[config.mk]
export PLATFORM = sky130hd
export DESIGN_NAME = mdio_master
export DESIGN_NICKNAME = d
export VERILOG_FILES = /design/src/rtl/mdio_pkg.sv /design/src/rtl/mdio_clkdiv.sv /design/src/rtl/mdio_frame.sv /design/src/rtl/mdio_master.sv
export SDC_FILE = /design/constraint.sdc
export NUM_CORES = 1
export LEC_CHECK = 0
export BUFFER_PORTS_ARGS = -buffer_cell sky130_fd_sc_hd__buf_2
export CORE_MARGIN = 2
export CORE_UTILIZATION = 50
export CTS_CLUSTER_SIZE = 40
export DETAILED_ROUTE_END_ITERATION = 10
export MAX_ROUTING_LAYER = met4
export PLACE_DENSITY = 0.72
export SYNTH_ARGS = -nofsm -noshare
export SYNTH_HDL_FRONTEND = slang
export SYNTH_SLANG_ARGS = --single-unit
[constraint.sdc]
create_clock -name clk -period 20.2 [get_ports clk]
set_clock_uncertainty 0.05 [all_clocks]
set_input_delay 5.05 -clock clk [delete_from_list [all_inputs] [get_ports clk]]
set_output_delay 5.05 -clock clk [all_outputs]
set_load 0.02 [all_outputs]
[src/rtl/mdio_pkg.sv]
package mdio_pkg;
   // frame geometry fixed by the management protocol
   localparam int PRE_BITS   = 32;
   localparam int FRAME_BITS = 64;
   localparam int TA_POS     = 46;
   localparam int DATA_POS   = 48;
   localparam int IDX_W      = $clog2(FRAME_BITS);

   typedef enum logic [1:0] {
      CMD_ADDR     = 2'b00,
      CMD_WRITE    = 2'b01,
      CMD_READ     = 2'b10,
      CMD_READ_INC = 2'b11
   } ext_cmd_e;

   function automatic logic [1:0] ext_opcode(ext_cmd_e c);
      case (c)
         CMD_ADDR:  return 2'b00;
         CMD_WRITE: return 2'b01;
         CMD_READ:  return 2'b11;
         default:   return 2'b10;
      endcase
   endfunction

   // MDC half period in system clocks for a rate select code
   function automatic int half_period(int sys_khz, logic [2:0] sel);
      int rate_khz;
      case (sel)
         3'd0:    rate_khz = 2500;
         3'd1:    rate_khz = 5000;
         3'd2:    rate_khz = 12500;
         3'd3:    rate_khz = 25000;
         default: rate_khz = 1250;
      endcase
      return sys_khz / (2 * rate_khz);
   endfunction
endpackage

[src/rtl/mdio_clkdiv.sv]
module mdio_clkdiv #(
   parameter int SYS_KHZ = 50000
) (
   input  logic       clk,
   input  logic       rst_n,
   input  logic       run,
   input  logic [2:0] rate_sel,
   output logic       tick
);
   localparam int MAX_HALF = SYS_KHZ / 2500;
   localparam int CNT_W    = $clog2(MAX_HALF + 1);

   generate
      if (SYS_KHZ % 50000 != 0) begin : g_bad_clk
         $error("mdio_clkdiv: SYS_KHZ must be a multiple of 50000");
      end
   endgenerate

   logic [CNT_W-1:0] cnt_q;
   logic [CNT_W-1:0] half_m1;

   always_comb begin
      half_m1 = CNT_W'(mdio_pkg::half_period(SYS_KHZ, rate_sel) - 1);
      tick    = run && (cnt_q == half_m1);
   end

   always_ff @(posedge clk) begin
      if (!rst_n)            cnt_q <= '0;
      else if (!run || tick) cnt_q <= '0;
      else                   cnt_q <= cnt_q + 1'b1;
   end


   div_range_chk: assert property (@(posedge clk) disable iff (!rst_n)
      run |-> (cnt_q <= half_m1));
endmodule

[src/rtl/mdio_frame.sv]
module mdio_frame #(
   parameter int SYNC_STAGES = 0
) (
   input  logic        clk,
   input  logic        rst_n,
   input  logic        start,
   input  logic        tick,
   input  logic [31:0] hdr,
   input  logic        rd_op,
   input  logic        mdio_i,
   output logic        mdc,
   output logic        mdio_o,
   output logic        mdio_oe,
   output logic        busy,
   output logic        rd_done,
   output logic [15:0] rd_word
);
   import mdio_pkg::*;

   logic din;

   generate
      if (SYNC_STAGES < 0 || SYNC_STAGES > 2) begin : g_bad_sync
         $error("mdio_frame: SYNC_STAGES must be 0..2");
      end
      if (SYNC_STAGES == 0) begin : g_direct
         assign din = mdio_i;
      end else begin : g_sync
         logic [SYNC_STAGES-1:0] sr_q;
         always_ff @(posedge clk) begin
            if (!rst_n) sr_q <= '1;
            else begin
               sr_q[0] <= mdio_i;
               for (int k = 1; k < SYNC_STAGES; k++) sr_q[k] <= sr_q[k-1];
            end
         end
         assign din = sr_q[SYNC_STAGES-1];
      end
   endgenerate

   logic             busy_q, mdc_q, rd_q, done_q;
   logic [IDX_W-1:0] idx_q;
   logic [31:0]      hdr_q;
   logic [15:0]      rx_q;

   always_ff @(posedge clk) begin
      if (!rst_n) begin
         busy_q <= 1'b0;
         mdc_q  <= 1'b0;
         rd_q   <= 1'b0;
         done_q <= 1'b0;
         idx_q  <= '0;
         hdr_q  <= '0;
         rx_q   <= '0;
      end else begin
         done_q <= 1'b0;
         if (!busy_q) begin
            if (start) begin
               busy_q <= 1'b1;
               mdc_q  <= 1'b0;
               idx_q  <= '0;
               hdr_q  <= hdr;
               rd_q   <= rd_op;
            end
         end else if (tick) begin
            if (!mdc_q) begin
               mdc_q <= 1'b1;
               if (idx_q >= IDX_W'(DATA_POS)) rx_q <= {rx_q[14:0], din};
            end else begin
               mdc_q <= 1'b0;
               if (idx_q == IDX_W'(FRAME_BITS - 1)) begin
                  busy_q <= 1'b0;
                  done_q <= rd_q;
               end else begin
                  idx_q <= idx_q + 1'b1;
               end
            end
         end
      end
   end

   // preamble bits are ones; afterwards index the latched header MSB first
   always_comb begin
      if (idx_q < IDX_W'(PRE_BITS)) mdio_o = 1'b1;
      else                          mdio_o = hdr_q[~idx_q[4:0]];
      mdio_oe = busy_q && !(rd_q && idx_q >= IDX_W'(TA_POS));
   end

   assign mdc     = mdc_q;
   assign busy    = busy_q;
   assign rd_done = done_q;
   assign rd_word = rx_q;


   setup_chk: assert property (@(posedge clk) disable iff (!rst_n)
      (busy_q && mdc_q) |-> $stable(mdio_o));

   release_chk: assert property (@(posedge clk) disable iff (!rst_n)
      (busy_q && !mdio_oe) |-> rd_q);

   end_chk: assert property (@(posedge clk) disable iff (!rst_n)
      $fell(busy_q) |-> ($past(idx_q) == IDX_W'(FRAME_BITS - 1) && $past(mdc_q)));
endmodule

[src/rtl/mdio_master.sv]
module mdio_master #(
   parameter int SYS_KHZ     = 50000,
   parameter int SYNC_STAGES = 0
) (
   input  logic        clk,
   input  logic        rst_n,
   input  logic        reg_wr,
   input  logic        reg_sel,
   input  logic [31:0] reg_wdata,
   output logic [31:0] acc_rdata,
   output logic [15:0] data_rdata,
   output logic        mdc,
   output logic        mdio_o,
   output logic        mdio_oe,
   input  logic        mdio_i
);
   import mdio_pkg::*;

   logic [2:0]  rate_q;
   logic [4:0]  phy_q, sel_q;
   logic        ext_q;
   logic [1:0]  cmd_q;
   logic [15:0] data_q;

   logic        busy, rd_done, tick, start;
   logic [15:0] rd_word;
   logic [31:0] hdr_w;
   logic        rd_w, ext_w;
   logic [1:0]  st_w, op_w;
   logic        unused_bits;

   assign unused_bits = ^{reg_wdata[31:19], reg_wdata[5:4]};

   assign ext_w = reg_wdata[3];
   assign start = reg_wr && !reg_sel && !busy && reg_wdata[0];

   always_comb begin
      rd_w = ext_w ? reg_wdata[2] : !reg_wdata[1];
      st_w = ext_w ? 2'b00 : 2'b01;
      if (ext_w) op_w = ext_opcode(ext_cmd_e'(reg_wdata[2:1]));
      else       op_w = reg_wdata[1] ? 2'b01 : 2'b10;
      hdr_w = {st_w, op_w, reg_wdata[15:11], reg_wdata[10:6], 2'b10,
               rd_w ? 16'hFFFF : data_q};
   end

   always_ff @(posedge clk) begin
      if (!rst_n) begin
         rate_q <= '0;
         phy_q  <= '0;
         sel_q  <= '0;
         ext_q  <= 1'b0;
         cmd_q  <= '0;
         data_q <= '0;
      end else begin
         if (reg_wr && !busy) begin
            if (!reg_sel) begin
               rate_q <= reg_wdata[18:16];
               phy_q  <= reg_wdata[15:11];
               sel_q  <= reg_wdata[10:6];
               ext_q  <= reg_wdata[3];
               cmd_q  <= reg_wdata[2:1];
            end else begin
               data_q <= reg_wdata[15:0];
            end
         end
         if (rd_done) data_q <= rd_word;
      end
   end

   mdio_clkdiv #(.SYS_KHZ(SYS_KHZ)) u_div (
      .clk      (clk),
      .rst_n    (rst_n),
      .run      (busy),
      .rate_sel (rate_q),
      .tick     (tick)
   );

   mdio_frame #(.SYNC_STAGES(SYNC_STAGES)) u_frame (
      .clk     (clk),
      .rst_n   (rst_n),
      .start   (start),
      .tick    (tick),
      .hdr     (hdr_w),
      .rd_op   (rd_w),
      .mdio_i  (mdio_i),
      .mdc     (mdc),
      .mdio_o  (mdio_o),
      .mdio_oe (mdio_oe),
      .busy    (busy),
      .rd_done (rd_done),
      .rd_word (rd_word)
   );

   assign acc_rdata  = {13'd0, rate_q, phy_q, sel_q, 2'b00, ext_q, cmd_q, busy};
   assign data_rdata = data_q;


   acc_hold_chk: assert property (@(posedge clk) disable iff (!rst_n)
      (busy && reg_wr && !reg_sel) |=> $stable(acc_rdata[18:1]));

   idle_pins_chk: assert property (@(posedge clk) disable iff (!rst_n)
      !busy |-> (!mdc && !mdio_oe));

   data_hold_chk: assert property (@(posedge clk) disable iff (!rst_n)
      (busy && !rd_done) |=> $stable(data_q));
endmodule

* Word-level counts from Yosys, hierarchy flattened
Index checks and enable logic that the tools add are counted.
Storage, ports and cells: bits in registers 94, input bits 37, output and inout port bits 51, word-level logic and storage cells 89
Operators by class: add/sub/neg operators 3, divide/modulo/power cells 1, order comparisons 4, equality and inequality tests 10, multiplexer cells 27, bitwise operators 5, reduce and logical (&&, ||, !) cells 25
Operator list (number):
- 16-bit 2-to-1 mux | 4
- 15-bit one-hot mux with 4 select lines | 1
- 17-bit by 32-bit divider with 32-bit output (first input constant) | 1
- 6-bit 2-to-1 mux | 5
- 1-bit 2-to-1 mux | 13
- 6-bit greater-or-equal comparator (second input constant) | 2
- 2-bit AND reduction | 4
- 4-bit AND reduction | 2
- 1-bit logical AND | 7
- 6-bit by 1-bit adder with 6-bit output (second input constant) | 1
- 3-bit by 2-bit equality test with 1-bit output (second input constant) | 2
- 6-bit equality test (second input constant) | 1
- 5-bit by 6-bit less-than comparator with 1-bit output (second input constant) | 1
- 6-bit less-than comparator (second input constant) | 1
- 2-bit inequality test (second input constant) | 3
- 2-bit one-hot mux with 3 select lines | 1
- 2-bit nonzero test | 3
- 5-bit by 1-bit adder with 5-bit output (second input constant) | 1
- 1-bit binary-select mux with 5-bit select | 1
- 5-bit equality test | 1
- 5-bit NOT | 1
- 5-bit AND reduction | 1
- 5-bit by 2-bit subtractor with 5-bit output (second input constant) | 1
- 1-bit zero test | 4
- 9 further kinds | 13

* Depth between registers and ports, before layout
depth in word-level cells 8, gate-level depth with buffers 55, depth with buffers taken out 50

* By module
From an unflattened synthesis, not the netlist that was laid out.
Unflattened totals: cells, all modules 1085, area, all modules 8286.7 um^2
Modules (own cells, without submodules):
- mdio_clkdiv | instances 1, cells an instance 595, area an instance 4149.0 um^2, sequential area each 100.1 um^2
- mdio_frame | instances 1, cells an instance 287, area an instance 2568.7 um^2, sequential area each 1161.1 um^2
- mdio_master | instances 1, cells an instance 203, area an instance 1569.0 um^2, sequential area each 640.6 um^2

* Worst setup path before layout
No wires, ideal clock.
path kind register to register, from register rate_q[0], to register u_frame.rx_q[10], in the netlist u_frame.rd_word[10], library setup time 0.120 ns, arrival time 9.599 ns, required time 20.030 ns, slack 10.431 ns, cell stages (with the launch flop) 53, buffers on the path 4, period minus slack after synthesis 9.769 ns, cells stage by stage dfxtp_1 buf_4 or2_2 clkbuf_1 clkinv_1 nand2_1 ha_1 ha_1 o21ai_2 a2111oi_4 nor2_2 nand2_1 nand2_1 nor2_1 ha_1 a21oi_1 o22ai_1 nor3b_4 [17 not listed] o31ai_1 a41oi_2 a21oi_1 o21ai_2 or3_1 a221oi_1 a21oi_1 ha_1 nand3_1 or2_2 a2111o_1 a32oi_2 o311a_1 o41ai_1 or4_1 buf_6 buf_6 mux2i_1
On the way: longest elaborated chain between the ends 7, elaborated cells on any way between the ends 10, those cells by class 1 x add/sub; 1 x div; 4 x eq/ne; 1 x mux; 3 x reduce/logical
RTL lines:
- start, declared | line mdio_master.sv:19 | logic [2:0] rate_q;
- start signal, assigned | line mdio_master.sv:57 | rate_q <= reg_wdata[18:16];
- 3-bit by 2-bit equality test with 1-bit output (tied with other cells) | line mdio_pkg.sv:28 | case (sel)
- 15-bit one-hot mux with 4 select lines * | line mdio_pkg.sv:28
- 17-bit by 32-bit divider with 32-bit output * | line mdio_pkg.sv:35 | return sys_khz / (2 * rate_khz);
- 5-bit by 2-bit subtractor with 5-bit output * | line mdio_clkdiv.sv:23 | half_m1 = CNT_W'(mdio_pkg::half_period(SYS_KHZ, rate_sel) - 1);
- 5-bit equality test * | line mdio_clkdiv.sv:24 | tick = run && (cnt_q == half_m1);
- 1-bit logical AND * | line mdio_clkdiv.sv:24
- 4-bit AND reduction (no source line) *
- end signal, assigned | line mdio_frame.sv:68 | if (idx_q >= IDX_W'(DATA_POS)) rx_q <= {rx_q[14:0], din};
- end, declared | line mdio_frame.sv:44 | logic [15:0] rx_q;
Mark *: on every way between the ends. The rest lies on a longest branch, timed or not. A chain may end at the register's enable or synchronous reset.

* Worst setup path in the final report
from register rate_q[2], to register u_frame.rx_q[12], in the netlist u_frame.rd_word[12]
The elaborated chain is that of the path after synthesis.

==> reports/summary.txt <==
nets - 827
CP required - 20400 ps
die height - 113 microns
Top Usage Layer GRT - met2
Final HPWL DP - 10.9 mm
endpoint type of the worst setup path - flip-flop
failing checks - DRC
NetSw - 0.241 mW
all-layer global routing usage - 0.240
CTS root buffer - clkbuf_16
Net Sw Frac - 0.392
Skew-Pair Late Insertion Delay - 340 ps
final worst slack - 8030 ps
CP arrival - 12370 ps
TritonCTS Buffers - 9
largest net degree at the start of global routing - 43
dominant cell type by area after synthesis - dfxtp_1
Logic pwr share - 0.420
vias in the first global route - 5143
# setup viols final - 0
initial antenna violation count - 0
Tmin final - 12170 ps
Reg power frac - 0.316
P per Cell Area - 94.2 nW/um^2
grt met3 use - 0.0439
Worst Max-Slew Pin Slew - 1290 ps
mapped cell area - 5970 sq um
Startpoint Class - flip-flop
CP max FO - 19
synth top area cells - dfxtp_1 (31%), ha_1 (8.8%), nand2_1 (6.9%), mux2i_1 (6.4%), a21oi_1 (5.5%)
GR Overflow Total - 0
vias post-DR - 5276
Peak VDD IR - 59.6 uV
Top-Level Pins - 88
Synth Area per Inst - 8.39 sq um
Post-CTS Setup Inserts - 0
critical path type - flip-flop to flip-flop
Post-synth EDFFs - 0
die area - 12800 sq um
Port Buf Inserts - 59
CTS tree - built
Fillers - 1078
Max clock buf depth - 2
post-cts sizing count - 0
die width - 113 microns
Rel. slew slack - 0.138
fin. max-slew vios - 0
fin util - 0.567
top-area cell type share of the netlist area - 0.309
fin crit share - 0.602
post-synthesis sequential area ratio - 0.309
Final Hold Viols - 0
Critical-path top delay cell - dfxtp_1
maxcap violations - 0
Synth warnings - 0
Clock Pin Slew Worst Setup and Hold Paths - 70 ps
most frequent cells in the layout - nand2_1 (110), dfxtp_1 (92), a21oi_1 (66)
routed wire length - 14.7 mm
DR iter-0 viols - 377
first-pass GRT wire length - 24.5 mm
ys async rst share - 0
Fmax achieved - 82.2 MHz
post-synthesis cell count - 711
Core Box Area - 11500 sq um
Hold-fix buffers, CTS - 0
DRC - 3
Starting Density - 0.518
GPL Wtd Cong - 0.963
synth unique cells - 70
Synth Register Bits - 92
via/cell ratio - 5.89
Leak - 2.66 nW
setup TNS - 0 ps
Hold WC Path Type - flip-flop to flip-flop
DP Worst Slack - 8300 ps
WL/cell - 16.4 microns
Fin Hold WS - 405 ps
status - complete, but fails checks
Synth-to-Final Area Change - 9.35%
GR Util met2 - 0.372
CTS Sinks - 92
Rows - 39
Power Internal - 0.374 mW
detailed-router iteration count before antenna repair - 8
ant diodes - 0
H-tree depth - 3
Top cell by count, worst path - nand2_1
share of layout cells above drive strength 1 - 0.170
ANT nets after route - 0
Synth Flop Type - dfxtp_1
critical path's largest stage delay - 850 ps
clock power share - 0.264
commonest non-fill, non-tap cell in the layout - nand2_1
unrepaired setup endpoints after global routing - false
met1 GRT Util - 0.328
## path summary, 6_finish.rpt
check | cells past startpoint | end | from | slack, ps
setup reg to reg | 46 | u_frame.rd_word[12] | rate_q[2] | 8030
hold / removal | 2 | cmd_q[1] | cmd_q[1] | 400
hold reg to reg | 2 | cmd_q[1] | cmd_q[1] | 400
setup / recovery | 46 | u_frame.rd_word[12] | rate_q[2] | 8030
## cell type report
type | instances | area (sq um) | share of cell area
clock buffers | 9 | 225 | 0.0345
clock inverters | 7 | 67.6 | 0.0104
inverters | 19 | 73.8 | 0.0113
multi-input cells | 563 | 3810 | 0.584
flip-flops and latches | 92 | 1840 | 0.282
well taps | 143 | 179 | 0.0274
repair buffers | 63 | 325 | 0.0499
## through the flow
step | area [sq um] | cells | power [mW]
floorplan | 6040 | 731 | 0.399
global placement | 6230 | 880 | 0.442
detailed placement | 6230 | 880 | 0.450
CTS | 6530 | 896 | 0.613
global route | 6530 | 896 | 0.654
finish | 6530 | 896 | 0.614
## synth_stat cells, types with 5 or more instances
library cell,number
clkbuf_1,30
a211oi_1,20
xnor2_1,10
or3_1,5
buf_4,18
nor2_1,57
ha_1,42
nor3b_1,5
nand3_1,24
mux4_2,8
o221a_2,17
mux2i_1,38
nor3_1,7
nand2_1,110
o31ai_1,5
xor2_1,11
and2_1,7
a31oi_1,8
dfxtp_1,92
o21ai_0,22
inv_1,15
a21o_1,5
a21oi_1,66
## registers in the layout (all words and copies together), names as in the netlist, 3 cells and up
name	count
data_rdata	16
phy_q	5
rate_q	3
sel_q	5
u_div.cnt_q	5
u_frame.hdr_q	29
u_frame.idx_q	6
u_frame.rd_word	16
## critical path, delay by kind of cell (launching register included)
family / cells / cell delay (ps)
mux: 1 / 270
fa+ha+maj: 5 / 1360
simple gates: 21 / 4690
buf+inv: 2 / 540
flops: 1 / 850
xor+xnor: 2 / 390
compound gates: 15 / 3890
## kinds of logic after synthesis
family	after synthesis	synth area share
AOI/OAI and AO/OA	180	0.211
muxes	46	0.0939
other	2	0.00126
buffers and inverters	76	0.0650
and+or+nand+nor	252	0.201
DFF	92	0.309
xor gates and xnor gates	21	0.0308
adders and majority gates	42	0.0881
## power groups by stage
stage | registers [mW] | clock network [mW] | logic [mW]
detailed placement | 0.198 | 0 | 0.252
global placement | 0.198 | 0 | 0.244
global route | 0.195 | 0.172 | 0.287
CTS | 0.194 | 0.166 | 0.254
floorplan | 0.200 | 0 | 0.199
finish | 0.194 | 0.162 | 0.258
## per-layer routing
metal  wire length (microns)  vias up
met3                     933       12
met5                       0        -
met1                    7020     2482
met4                     110        0
met2                    6590      164
li1                        -     2618
Note: power is estimated with default switching activity, not from simulation.
